[src/rtl/pkt_rx_pkg.sv]
package pkt_rx_pkg;

  localparam int BYTE_W   = 8;
  localparam int SAMPLE_W = 2 * BYTE_W;

  typedef enum logic [2:0] {
    S_IDLE,
    S_START,
    S_DATA,
    S_PAR,
    S_STOP1,
    S_STOP2
  } rx_state_e;

  // majority of three line samples
  function automatic logic maj3(input logic a, input logic b, input logic c);
    return (a & b) | (a & c) | (b & c);
  endfunction

  // odd parity holds when data plus parity bit carry an odd count of ones
  function automatic logic odd_ok(input logic [BYTE_W-1:0] d, input logic p);
    return ^{d, p};
  endfunction

  // header value expected at the start of a given slot
  function automatic logic [BYTE_W-1:0] exp_header(input logic [BYTE_W-1:0] base,
                                                    input int unsigned slot);
    return base + BYTE_W'(slot);
  endfunction

endpackage

[src/rtl/rx_line_sync.sv]
module rx_line_sync #(
  parameter int STAGES = 2
) (
  input  logic clk,
  input  logic rst,
  input  logic din,
  output logic dout
);
  logic [STAGES-1:0] chain;

  always_ff @(posedge clk) begin
    if (rst) chain <= '1;
    else     chain <= {chain[STAGES-2:0], din};
  end

  assign dout = chain[STAGES-1];
endmodule

[src/rtl/rx_char_engine.sv]
module rx_char_engine
  import pkt_rx_pkg::*;
#(
  parameter int OVERSAMPLE = 16,
  parameter int TICK_DIV   = 1
) (
  input  logic              clk,
  input  logic              rst,
  input  logic              rxs,
  output logic              done,
  output logic [BYTE_W-1:0] data,
  output logic              perr,
  output logic              ferr
);
  localparam int CW  = $clog2(OVERSAMPLE);
  localparam int MID = OVERSAMPLE / 2;

  logic tick;

  generate
    if (TICK_DIV <= 1) begin : g_full_rate
      assign tick = 1'b1;
    end else begin : g_divided
      localparam int DW = $clog2(TICK_DIV);
      logic [DW-1:0] div_cnt;
      always_ff @(posedge clk) begin
        if (rst)                               div_cnt <= '0;
        else if (div_cnt == DW'(TICK_DIV - 1)) div_cnt <= '0;
        else                                   div_cnt <= div_cnt + 1'b1;
      end
      assign tick = (div_cnt == DW'(TICK_DIV - 1));
    end
  endgenerate

  rx_state_e         st;
  logic [CW-1:0]     cnt;
  logic              v0, v1;
  logic [2:0]        bitn;
  logic [BYTE_W-1:0] sh;
  logic              pbit, s1;

  // named internal events
  logic active, decide, bit_end, bit_val;
  assign active  = tick && (st != S_IDLE);
  assign decide  = active && (cnt == CW'(MID + 1));
  assign bit_end = active && (cnt == CW'(OVERSAMPLE - 1));
  assign bit_val = maj3(v0, v1, rxs);

  always_ff @(posedge clk) begin
    if (rst) begin
      st   <= S_IDLE;
      cnt  <= '0;
      v0   <= 1'b1;
      v1   <= 1'b1;
      bitn <= '0;
      sh   <= '0;
      pbit <= 1'b0;
      s1   <= 1'b1;
      done <= 1'b0;
      data <= '0;
      perr <= 1'b0;
      ferr <= 1'b0;
    end else begin
      done <= 1'b0;
      if (tick && st == S_IDLE) begin
        if (!rxs) begin
          st  <= S_START;
          cnt <= CW'(1);
        end
      end else if (active) begin
        cnt <= bit_end ? '0 : cnt + 1'b1;
        if (cnt == CW'(MID - 1)) v0 <= rxs;
        if (cnt == CW'(MID))     v1 <= rxs;
        if (decide) begin
          case (st)
            S_START: if (bit_val) st <= S_IDLE;
            S_DATA:  sh   <= {bit_val, sh[BYTE_W-1:1]};
            S_PAR:   pbit <= bit_val;
            S_STOP1: s1   <= bit_val;
            S_STOP2: begin
              done <= 1'b1;
              data <= sh;
              perr <= !odd_ok(sh, pbit);
              ferr <= !(s1 && bit_val);
              st   <= S_IDLE;
            end
            default: st <= S_IDLE;
          endcase
        end
        if (bit_end) begin
          case (st)
            S_START: begin st <= S_DATA; bitn <= '0; end
            S_DATA: begin
              bitn <= bitn + 1'b1;
              if (bitn == 3'd7) st <= S_PAR;
            end
            S_PAR:   st <= S_STOP1;
            S_STOP1: st <= S_STOP2;
            default: ;
          endcase
        end
      end
    end
  end

  // a start bit that reads high at its middle returns to idle with no character
  p_start_abort_r3: assert property (@(posedge clk) disable iff (rst)
    (st == S_START && decide && bit_val) |=> (st == S_IDLE && !done));

  // a character is only delivered out of the second stop bit
  p_done_from_stop_r1: assert property (@(posedge clk) disable iff (rst)
    done |-> $past(st == S_STOP2 && decide));

  // the delivery strobe never lasts more than one cycle
  p_done_pulse_r1: assert property (@(posedge clk) disable iff (rst)
    done |=> !done);
endmodule

[src/rtl/rx_set_parser.sv]
module rx_set_parser
  import pkt_rx_pkg::*;
#(
  parameter int              NUM_SLOTS = 4,
  parameter logic [7:0]      HDR_BASE  = 8'h90
) (
  input  logic                            clk,
  input  logic                            rst,
  input  logic                            ch_done,
  input  logic [BYTE_W-1:0]               ch_data,
  input  logic                            ch_perr,
  input  logic                            ch_ferr,
  output logic [NUM_SLOTS*SAMPLE_W-1:0]   samples,
  output logic                            set_valid,
  output logic                            perr_flag,
  output logic                            ferr_flag,
  output logic                            seq_flag
);
  localparam int SW = (NUM_SLOTS > 1) ? $clog2(NUM_SLOTS) : 1;

  typedef enum logic [1:0] {PH_HDR, PH_HI, PH_LO} phase_e;

  phase_e                              phase;
  logic [SW-1:0]                       slot;
  logic                                hunt;
  logic [BYTE_W-1:0]                   hi_byte;
  logic [NUM_SLOTS-1:0][SAMPLE_W-1:0]  shadow, shadow_nx, pub;

  // named internal events
  logic good_char, bad_char, hdr_pos, hdr_match, is_first, set_done, silent_drop;
  assign good_char   = ch_done && !ch_perr && !ch_ferr;
  assign bad_char    = ch_done && (ch_perr || ch_ferr);
  assign hdr_pos     = good_char && phase == PH_HDR;
  assign hdr_match   = ch_data == exp_header(HDR_BASE, 32'(slot));
  assign is_first    = ch_data == HDR_BASE;
  assign set_done    = good_char && phase == PH_LO && slot == SW'(NUM_SLOTS - 1);
  assign silent_drop = hdr_pos && !hdr_match && hunt;

  always_comb begin
    shadow_nx       = shadow;
    shadow_nx[slot] = {hi_byte, ch_data};
  end

  always_ff @(posedge clk) begin
    if (rst) begin
      phase     <= PH_HDR;
      slot      <= '0;
      hunt      <= 1'b1;
      hi_byte   <= '0;
      shadow    <= '0;
      pub       <= '0;
      set_valid <= 1'b0;
      perr_flag <= 1'b0;
      ferr_flag <= 1'b0;
      seq_flag  <= 1'b0;
    end else begin
      set_valid <= 1'b0;
      perr_flag <= 1'b0;
      ferr_flag <= 1'b0;
      seq_flag  <= 1'b0;
      if (bad_char) begin
        perr_flag <= ch_perr;
        ferr_flag <= ch_ferr;
        phase     <= PH_HDR;
        slot      <= '0;
        hunt      <= 1'b1;
      end else if (hdr_pos) begin
        if (hdr_match) begin
          phase <= PH_HI;
          hunt  <= 1'b0;
        end else begin
          if (!hunt) seq_flag <= 1'b1;
          if (is_first) begin
            phase <= PH_HI;
            slot  <= '0;
            hunt  <= 1'b0;
          end else begin
            phase <= PH_HDR;
            slot  <= '0;
            hunt  <= 1'b1;
          end
        end
      end else if (good_char && phase == PH_HI) begin
        hi_byte <= ch_data;
        phase   <= PH_LO;
      end else if (good_char && phase == PH_LO) begin
        shadow <= shadow_nx;
        phase  <= PH_HDR;
        if (set_done) begin
          pub       <= shadow_nx;
          set_valid <= 1'b1;
          slot      <= '0;
        end else begin
          slot <= slot + 1'b1;
        end
      end
    end
  end

  assign samples = pub;

  // the publish strobe is a single cycle
  p_valid_pulse_r8: assert property (@(posedge clk) disable iff (rst)
    set_valid |=> !set_valid);

  // published samples only move together with the strobe
  p_hold_samples_r8: assert property (@(posedge clk) disable iff (rst)
    !set_valid |-> $stable(samples));

  // no error flag shares a cycle with a publish
  p_no_err_with_valid_r6: assert property (@(posedge clk) disable iff (rst)
    (perr_flag || ferr_flag || seq_flag) |-> !set_valid);

  // a byte dropped while hunting raises no flag
  p_hunt_silent_r7: assert property (@(posedge clk) disable iff (rst)
    silent_drop |=> !seq_flag);
endmodule

[src/rtl/pkt_uart_rx.sv]
module pkt_uart_rx
  import pkt_rx_pkg::*;
#(
  parameter int         OVERSAMPLE  = 16,
  parameter int         TICK_DIV    = 1,
  parameter int         SYNC_STAGES = 2,
  parameter int         NUM_SLOTS   = 4,
  parameter logic [7:0] HDR_BASE    = 8'h90
) (
  input  logic                          clk,
  input  logic                          rst,
  input  logic                          rx_line,
  output logic [NUM_SLOTS*SAMPLE_W-1:0] samples,
  output logic                          set_valid,
  output logic                          parity_err,
  output logic                          frame_err,
  output logic                          seq_err
);
  logic              rxs;
  logic              ch_done, ch_perr, ch_ferr;
  logic [BYTE_W-1:0] ch_data;

  rx_line_sync #(.STAGES(SYNC_STAGES)) u_sync (
    .clk (clk),
    .rst (rst),
    .din (rx_line),
    .dout(rxs)
  );

  rx_char_engine #(.OVERSAMPLE(OVERSAMPLE), .TICK_DIV(TICK_DIV)) u_char (
    .clk (clk),
    .rst (rst),
    .rxs (rxs),
    .done(ch_done),
    .data(ch_data),
    .perr(ch_perr),
    .ferr(ch_ferr)
  );

  rx_set_parser #(.NUM_SLOTS(NUM_SLOTS), .HDR_BASE(HDR_BASE)) u_parse (
    .clk      (clk),
    .rst      (rst),
    .ch_done  (ch_done),
    .ch_data  (ch_data),
    .ch_perr  (ch_perr),
    .ch_ferr  (ch_ferr),
    .samples  (samples),
    .set_valid(set_valid),
    .perr_flag(parity_err),
    .ferr_flag(frame_err),
    .seq_flag (seq_err)
  );

  // every flag or publish follows a delivered character by one cycle
  p_flag_after_char_r5: assert property (@(posedge clk) disable iff (rst)
    (set_valid || parity_err || frame_err || seq_err) |-> $past(ch_done));

  // a parity flag stems from a character the engine marked bad
  p_parity_source_r4: assert property (@(posedge clk) disable iff (rst)
    parity_err |-> $past(ch_perr));
endmodule

[config.mk]
export PLATFORM = sky130hd
export DESIGN_NAME = pkt_uart_rx
export DESIGN_NICKNAME = d
export VERILOG_FILES = /design/src/rtl/pkt_rx_pkg.sv /design/src/rtl/rx_line_sync.sv /design/src/rtl/rx_char_engine.sv /design/src/rtl/rx_set_parser.sv /design/src/rtl/pkt_uart_rx.sv
export SDC_FILE = /design/constraint.sdc
export NUM_CORES = 1
export LEC_CHECK = 0
export ABC_AREA = 1
export BUFFER_PORTS_ARGS = -buffer_cell sky130_fd_sc_hd__buf_2
export CAP_MARGIN = 20
export CORE_MARGIN = 10
export CORE_UTILIZATION = 52
export CTS_CLUSTER_SIZE = 12
export DETAILED_ROUTE_END_ITERATION = 16
export PLACE_DENSITY = 0.82
export SLEW_MARGIN = 30
export SYNTH_ARGS = -nofsm -noshare
export SYNTH_HDL_FRONTEND = slang
export SYNTH_SLANG_ARGS = --single-unit
[constraint.sdc]
create_clock -name clk -period 1.42 [get_ports clk]
set_input_delay 0.142 -clock clk [delete_from_list [all_inputs] [get_ports clk]]
set_output_delay 0.142 -clock clk [all_outputs]
set_load 0.005 [all_outputs]
=== Word level (Yosys, flattened, before mapping) ===
Index checks and enable logic that the tools add are counted.

* Register bits after elaboration: 180
* Latch bits: 0
* Memory bits (writable): 0
* ROM bits: 0
* Input bits: 3
* Output and inout bits: 68
* Logic and storage cells: 139
* Memories: 0

* $add $sub $neg: 4
* Multiply operators: 0
* Divide/modulo/power cells: 0
* $lt $le $gt $ge: 2
* Equality and inequality tests: 18
* Shift operators: 0
* Mux-type cells: 32
* Bitwise operators: 12
* Reduce and logical (&&, ||, !) cells: 42

{| class="wikitable"
|+ Operator list
! operator !! number
|-
| $bwmux 64 || 1
|-
| $demux 16 s2 || 1
|-
| $reduce_and 4->1 || 6
|-
| $mux 3 || 7
|-
| $mux 2 || 9
|-
| $mux 16 || 1
|-
| $mux 4 || 4
|-
| $eq 4x4->1 const B || 3
|-
| $pmux 3 s2 || 2
|-
| $pmux 3 s4 || 1
|-
| $reduce_and 3->1 || 4
|-
| $logic_and 1x1->1 || 11
|-
| $eq 3x3->1 const B || 3
|-
| $reduce_xor 9->1 || 1
|-
| $add 8x2->8 const A || 1
|-
| $eq 8x8->1 || 1
|-
| $eq 8x8->1 const B || 1
|-
| $reduce_or 4->1 || 2
|-
| $not 1->1 || 7
|-
| $eq 3x2->1 const B || 2
|-
| $mux 1 || 6
|-
| $reduce_bool 2->1 || 3
|-
| $reduce_bool 3->1 || 2
|-
| $reduce_and 5->1 || 1
|-
| other kinds (21) || 30
|}

=== Logic depth before layout (Yosys ltp) ===
* Depth in word-level cells: 11
* Gate-level depth with buffers: 11
* Depth with buffers taken out: 11

=== Cells and area by module ===
From an unflattened synthesis, not the netlist that was laid out.

* Cells, all modules: 914
* Area, all modules: 6819.0 um^2

{| class="wikitable"
|+ Modules (own cells, without submodules)
! module !! instances !! cells an instance !! area each (um^2) !! sequential area each (um^2)
|-
| rx_set_parser || 1 || 689 || 5112.4 || 2582.5
|-
| rx_char_engine || 1 || 218 || 1647.8 || 660.6
|-
| rx_line_sync || 1 || 7 || 58.8 || 40.0
|}

=== Worst setup path before layout ===
OpenSTA, ideal clock, no wires.

* Path type: flip-flop to flip-flop
* Start: reg u_parse.slot[0]
* End: reg u_parse.shadow[2] (netlist bit)
* Library setup time: 0.128 ns
* Arrival: 1.255 ns
* Required time: 1.292 ns
* Setup slack: 0.036 ns
* Cell stages (with the launch flop): 8
* Buffers on the path: 1
* Period minus slack after synthesis: 1.384 ns
* Path through: dfxtp_1 > inv_1 > ha_1 > clkbuf_1 > nand2_1 > o21ai_0 > o21ai_0 > a21oi_1

* Longest elaborated chain between the ends: 5
* Elaborated cells between the ends (all ways): 6
* Those cells by class: 2 x order compare; 3 x mux; 1 x reduce/logical

{| class="wikitable"
|+ RTL lines
! what !! RTL line !! source
|-
| from (decl) || rx_set_parser.sv:24 || <nowiki>logic [SW-1:0] slot;</nowiki>
|-
| from (signal assigned) || rx_set_parser.sv:94 || <nowiki>slot <= slot + 1'b1;</nowiki>
|-
| $lt 2x3->1 (not written as such) or $ge 2x1->1 (tied branches) || rx_set_parser.sv:41 || <nowiki>shadow_nx[slot] = {hi_byte, ch_data};</nowiki>
|-
| $logic_and 1x1->1 (not written as such) || rx_set_parser.sv:41 ||
|-
| $mux 16 (not written as such) || rx_set_parser.sv:41 ||
|-
| $demux 16 s2 * || - ||
|-
| $bwmux 64 * || rx_set_parser.sv:41 ||
|-
| to (signal assigned) || rx_set_parser.sv:87 || <nowiki>shadow <= shadow_nx;</nowiki>
|-
| to (decl) || rx_set_parser.sv:27 || <nowiki>logic [NUM_SLOTS-1:0][SAMPLE_W-1:0] shadow, shadow_nx, pub;</nowiki>
|}

Mark *: on every way between the ends. The rest lies on a longest branch, timed or not.
A chain may end at the register's enable or synchronous reset.

=== Worst setup path in the final report ===
* Start: reg u_char.perr
* End: reg u_parse.slot[0]

* Longest elaborated chain between the ends: 9
* Elaborated cells between the ends (all ways): 18
* Those cells by class: 2 x eq/ne; 4 x mux; 12 x reduce/logical

{| class="wikitable"
|+ RTL lines
! what !! RTL line !! source
|-
| from (decl) || rx_char_engine.sv:12 || <nowiki>output logic perr,</nowiki>
|-
| from (signal assigned) || rx_char_engine.sv:83 || <nowiki>perr <= !odd_ok(sh, pbit);</nowiki>
|-
| $logic_not 1->1 || rx_set_parser.sv:31 || <nowiki>assign good_char = ch_done && !ch_perr && !ch_ferr;</nowiki>
|-
| $logic_and 1x1->1 (2 in a row) || rx_set_parser.sv:31 ||
|-
| $logic_and 1x1->1 || rx_set_parser.sv:36, rx_set_parser.sv:86 ||
|-
| $logic_and 1x1->1 || rx_set_parser.sv:36 || <nowiki>assign set_done = good_char && phase == PH_LO && slot == SW'(NUM_SLOTS - 1);</nowiki>
|-
| $mux 2 || rx_set_parser.sv:89 || <nowiki>if (set_done) begin</nowiki>
|-
| $mux 2 || rx_set_parser.sv:86 || <nowiki>end else if (good_char && phase == PH_LO) begin</nowiki>
|-
| $mux 2 || rx_set_parser.sv:83 || <nowiki>end else if (good_char && phase == PH_HI) begin</nowiki>
|-
| $mux 2 || rx_set_parser.sv:67 || <nowiki>end else if (hdr_pos) begin</nowiki>
|}

Parallel ways exist; a longest one is shown, timed or not. The select of a mux whose other input is x is not followed.

==> results.cfg <==
[run_status]
outcome = complete, but fails checks
violations = setup timing

[logic_synthesis]
synth_edf_count = 0
yosysSeqAreaShare_pct = 47.8
syn_area_per_cell_sq_um = 7.44
netlist_area_sq_um = 6870
async_reset_ff_share_pct = 0
synth_top_cell_area_share_pct = 47.8
yosysWarnings = 0
synth.most_common_cell = nand2_1
synthTopCellsByArea = dfxtp_1, nand2_1, a21oi_1, o21ai_0, inv_1
syn_nets = 935
syn-instance-count = 923
synth_commonest_cells = nand2_1, dfxtp_1, a21oi_1, o21ai_0, inv_1
ys_ff_latch = 164
yosys.cell_types.count = 36
synth_area_leader_cell = dfxtp_1
synth-main-ff-cell = dfxtp_1

[route]
drc = 0
ant_nets = 0
drt-wirelength-per-cell_microns = 14.7
drt-total-wl_microns = 17800
vias = 6385
viasPerCell = 5.28
drtIter0Drc = 511
firstDrtPassIters = 6

[layout]
utilization_pct = 67.6
area_growth_pct = 25.7
drive_gt1_share_pct = 21.9
antennaDiodeCount = 0
fill_cells = 1026
final_area_sq_um = 8640
nets = 1036

[clocking]
clk_pin_slew_worst_paths_ns = 0.06
clk_latency_ns = 0.43
cts-root-buf = clkbuf_16
cts.htree.levels = 4
numCtsBuffers = 17
clk_path_buf_depth = 2
cts.sinks = 164
cts_tree = done

[setup_path]
arrival_ns = 1.77
worstPathMaxFanout = 4
reg2reg_depth = 7
crit_family = simple AND/OR/NAND/NOR gates
required_ns = 1.74
cpMostUsedCell = nand2_2
cpPeakStageDelay_ns = 0.32
start_kind = flip-flop
r2r-start = u_char.perr$_SDFFE_PP0P_
cp_slowest_cell = dfxtp_1
path_class = reg -> reg
path_cells = nor2_2 > nand2_2 > buf_4 > nor3_4 > nand2_2 > a21oi_1 > nor2_1
cp-end-kind = flip-flop
r2r_end = u_parse.slot[0]$_SDFFE_PP0P_
rrSetupSlack_ns = -0.03
critPathBufInv = 1

[global_routing]
antenna_found_initial = 0
grt_pass1_vias = 5598
grt_max_degree = 90
gr-total-overflow = 0
grt_first_pass_wirelength_microns = 27100
grt_use_total_pct = 18.2

[sta]
finalWorstSetupSlack_ns = -0.0323
min_period_ns = 1.45
grt_setup_unrepaired = yes
setup_viol = 3
max-slew-margin-rel_pct = 76.1
slew_viol_final = 0
skew_ns = 0.00725
max_freq_mhz = 689
min_period_over_period_pct = 102
hold_viol = 0
tightestPinTransition_ns = 0.359
hold_slack_ns = 0.0919

[floorplanning]
row_count = 41
die-area_sq_um = 18200
boundaryPins = 71
initial_core_util_pct = 53.8
die_h_microns = 135
core_sq_um = 12800
die_w_microns = 135

[place]
routabilityCongestion = 0.870
portBuffers = 70
dp_hpwl_microns = 11100
post_dp_cell_area_sq_um = 7660

[power]
p_leak_nw = 3.49
power_mw = 9.49
pwr_density_cell_nw_per_um2 = 1100
peakVddDrop_uv = 1060

[worst_hold_path]
holdPathEnd = u_parse.slot[0]$_SDFFE_PP0P_
hold_start = rst
hold_path.class = in -> reg
holdPathStages = 4

[job]
maxCapViolations = 0
how the worst max path moves through the flow:
| stage | end | slack, ns | cells past startpoint | startpoint |
|---|---|---|---|---|
| after floorplan | u_parse.shadow[2]$_SDFFE_PP0P_ | 0.04 | 7 | u_parse.slot[0]$_SDFFE_PP0P_ |
| after global placement | u_parse.samples[1]$_SDFFE_PP0P_ | -0.04 | 6 | u_parse.slot[0]$_SDFFE_PP0P_ |
| after detailed placement | u_parse.shadow[7]$_SDFFE_PP0P_ | -0.13 | 6 | u_parse.slot[0]$_SDFFE_PP0P_ |
| after CTS | u_parse.slot[0]$_SDFFE_PP0P_ | -0.03 | 7 | u_char.perr$_SDFFE_PP0P_ |
| after global routing | u_parse.slot[0]$_SDFFE_PP0P_ | -0.16 | 7 | u_char.perr$_SDFFE_PP0P_ |
| final | u_parse.slot[0]$_SDFFE_PP0P_ | -0.03 | 7 | u_char.perr$_SDFFE_PP0P_ |
tightest hold or removal path: stages:
cell and delay [ns]:
buf_2 0.15, nor2_2 0.08, nand2_1 0.07, nor2_1 0.04
repair_timing:
action / in CTS / in global routing
endpoints found under the setup margin: 77 / 125
hold buffers: 1 / 0
gates resized for setup: 37 / 81
buffers inserted: 1 / 7
hold endpoints to repair: 1 / 0
pin swaps: 2 / 1
cloned: 0 / 5
kinds of logic (layout without fill, tap and decap cells):
group           Yosys count  in the layout  share of synthesized area (%)
buf+inv                 164            278                           9.87
fa+ha+maj                 9              9                           1.64
simple gates            278            278                           17.5
xor+xnor                  2              2                          0.255
compound gates          306            306                           23.0
flops                   164            164                           47.8
power breakdown:
part	internal, mW	total [mW]	switching (mW)
combinational	0.0601	0.196	0.136
clock	2.69	4.68	1.99
sequential	4.61	4.61	0.00881
placed cells by master (no fill, tap or decap), types with 7 or more instances in the layout:
master and count:
o21ai_1 54, inv_2 8, dfxtp_1 158, a21oi_1 142
inv_1 95, clkbuf_16 20, buf_2 70, buf_12 8
buf_4 44, nand3_1 12, inv_6 7, o21ai_0 85
buf_6 9, nor2_1 30, nand2_1 201
per-layer routing:
layer,routed length [microns],up-vias,track usage (%)
met5,0,-,0
met4,392,0,9.09
met3,1400,32,5.16
met2,8190,237,27.6
met1,7830,2904,23.1
li1,-,3212,-
final cells by class:
cell class                 instances  area, sq um  share of cell area, %
clock buffer                      18          439                   5.08
clock inverter                    14          163                   1.88
inverter                         110          442                   5.11
multi-input combinational        595         3050                   35.3
sequential                       164         3290                   38.1
tap                              172          215                   2.49
timing repair buffer             136         1040                   12.1
sequential cells by signal (all words and copies together) (netlist names), 2 cells and up:
signal / flops
u_parse.samples: 64
u_parse.hi_byte: 8
u_char.cnt: 4
u_char.st: 3
u_char.data: 8
u_parse.shadow: 48
u_char.bitn: 3
u_parse.phase: 2
u_parse.slot: 2
u_sync.chain: 2
u_char.sh: 8
stage by stage:
stage | setup slack [ns] | instances | setup TNS [ns]
finish | -0.0323 | 1209 | -0.0360
global route | -0.156 | 1209 | -0.857
CTS | -0.0266 | 1197 | -0.0522
detailed placement | -0.126 | 1163 | -2.14
global placement | -0.0403 | 1163 | -0.319
floorplan | 0.0361 | 923 | 0
Power figures use the tool's default switching activity.
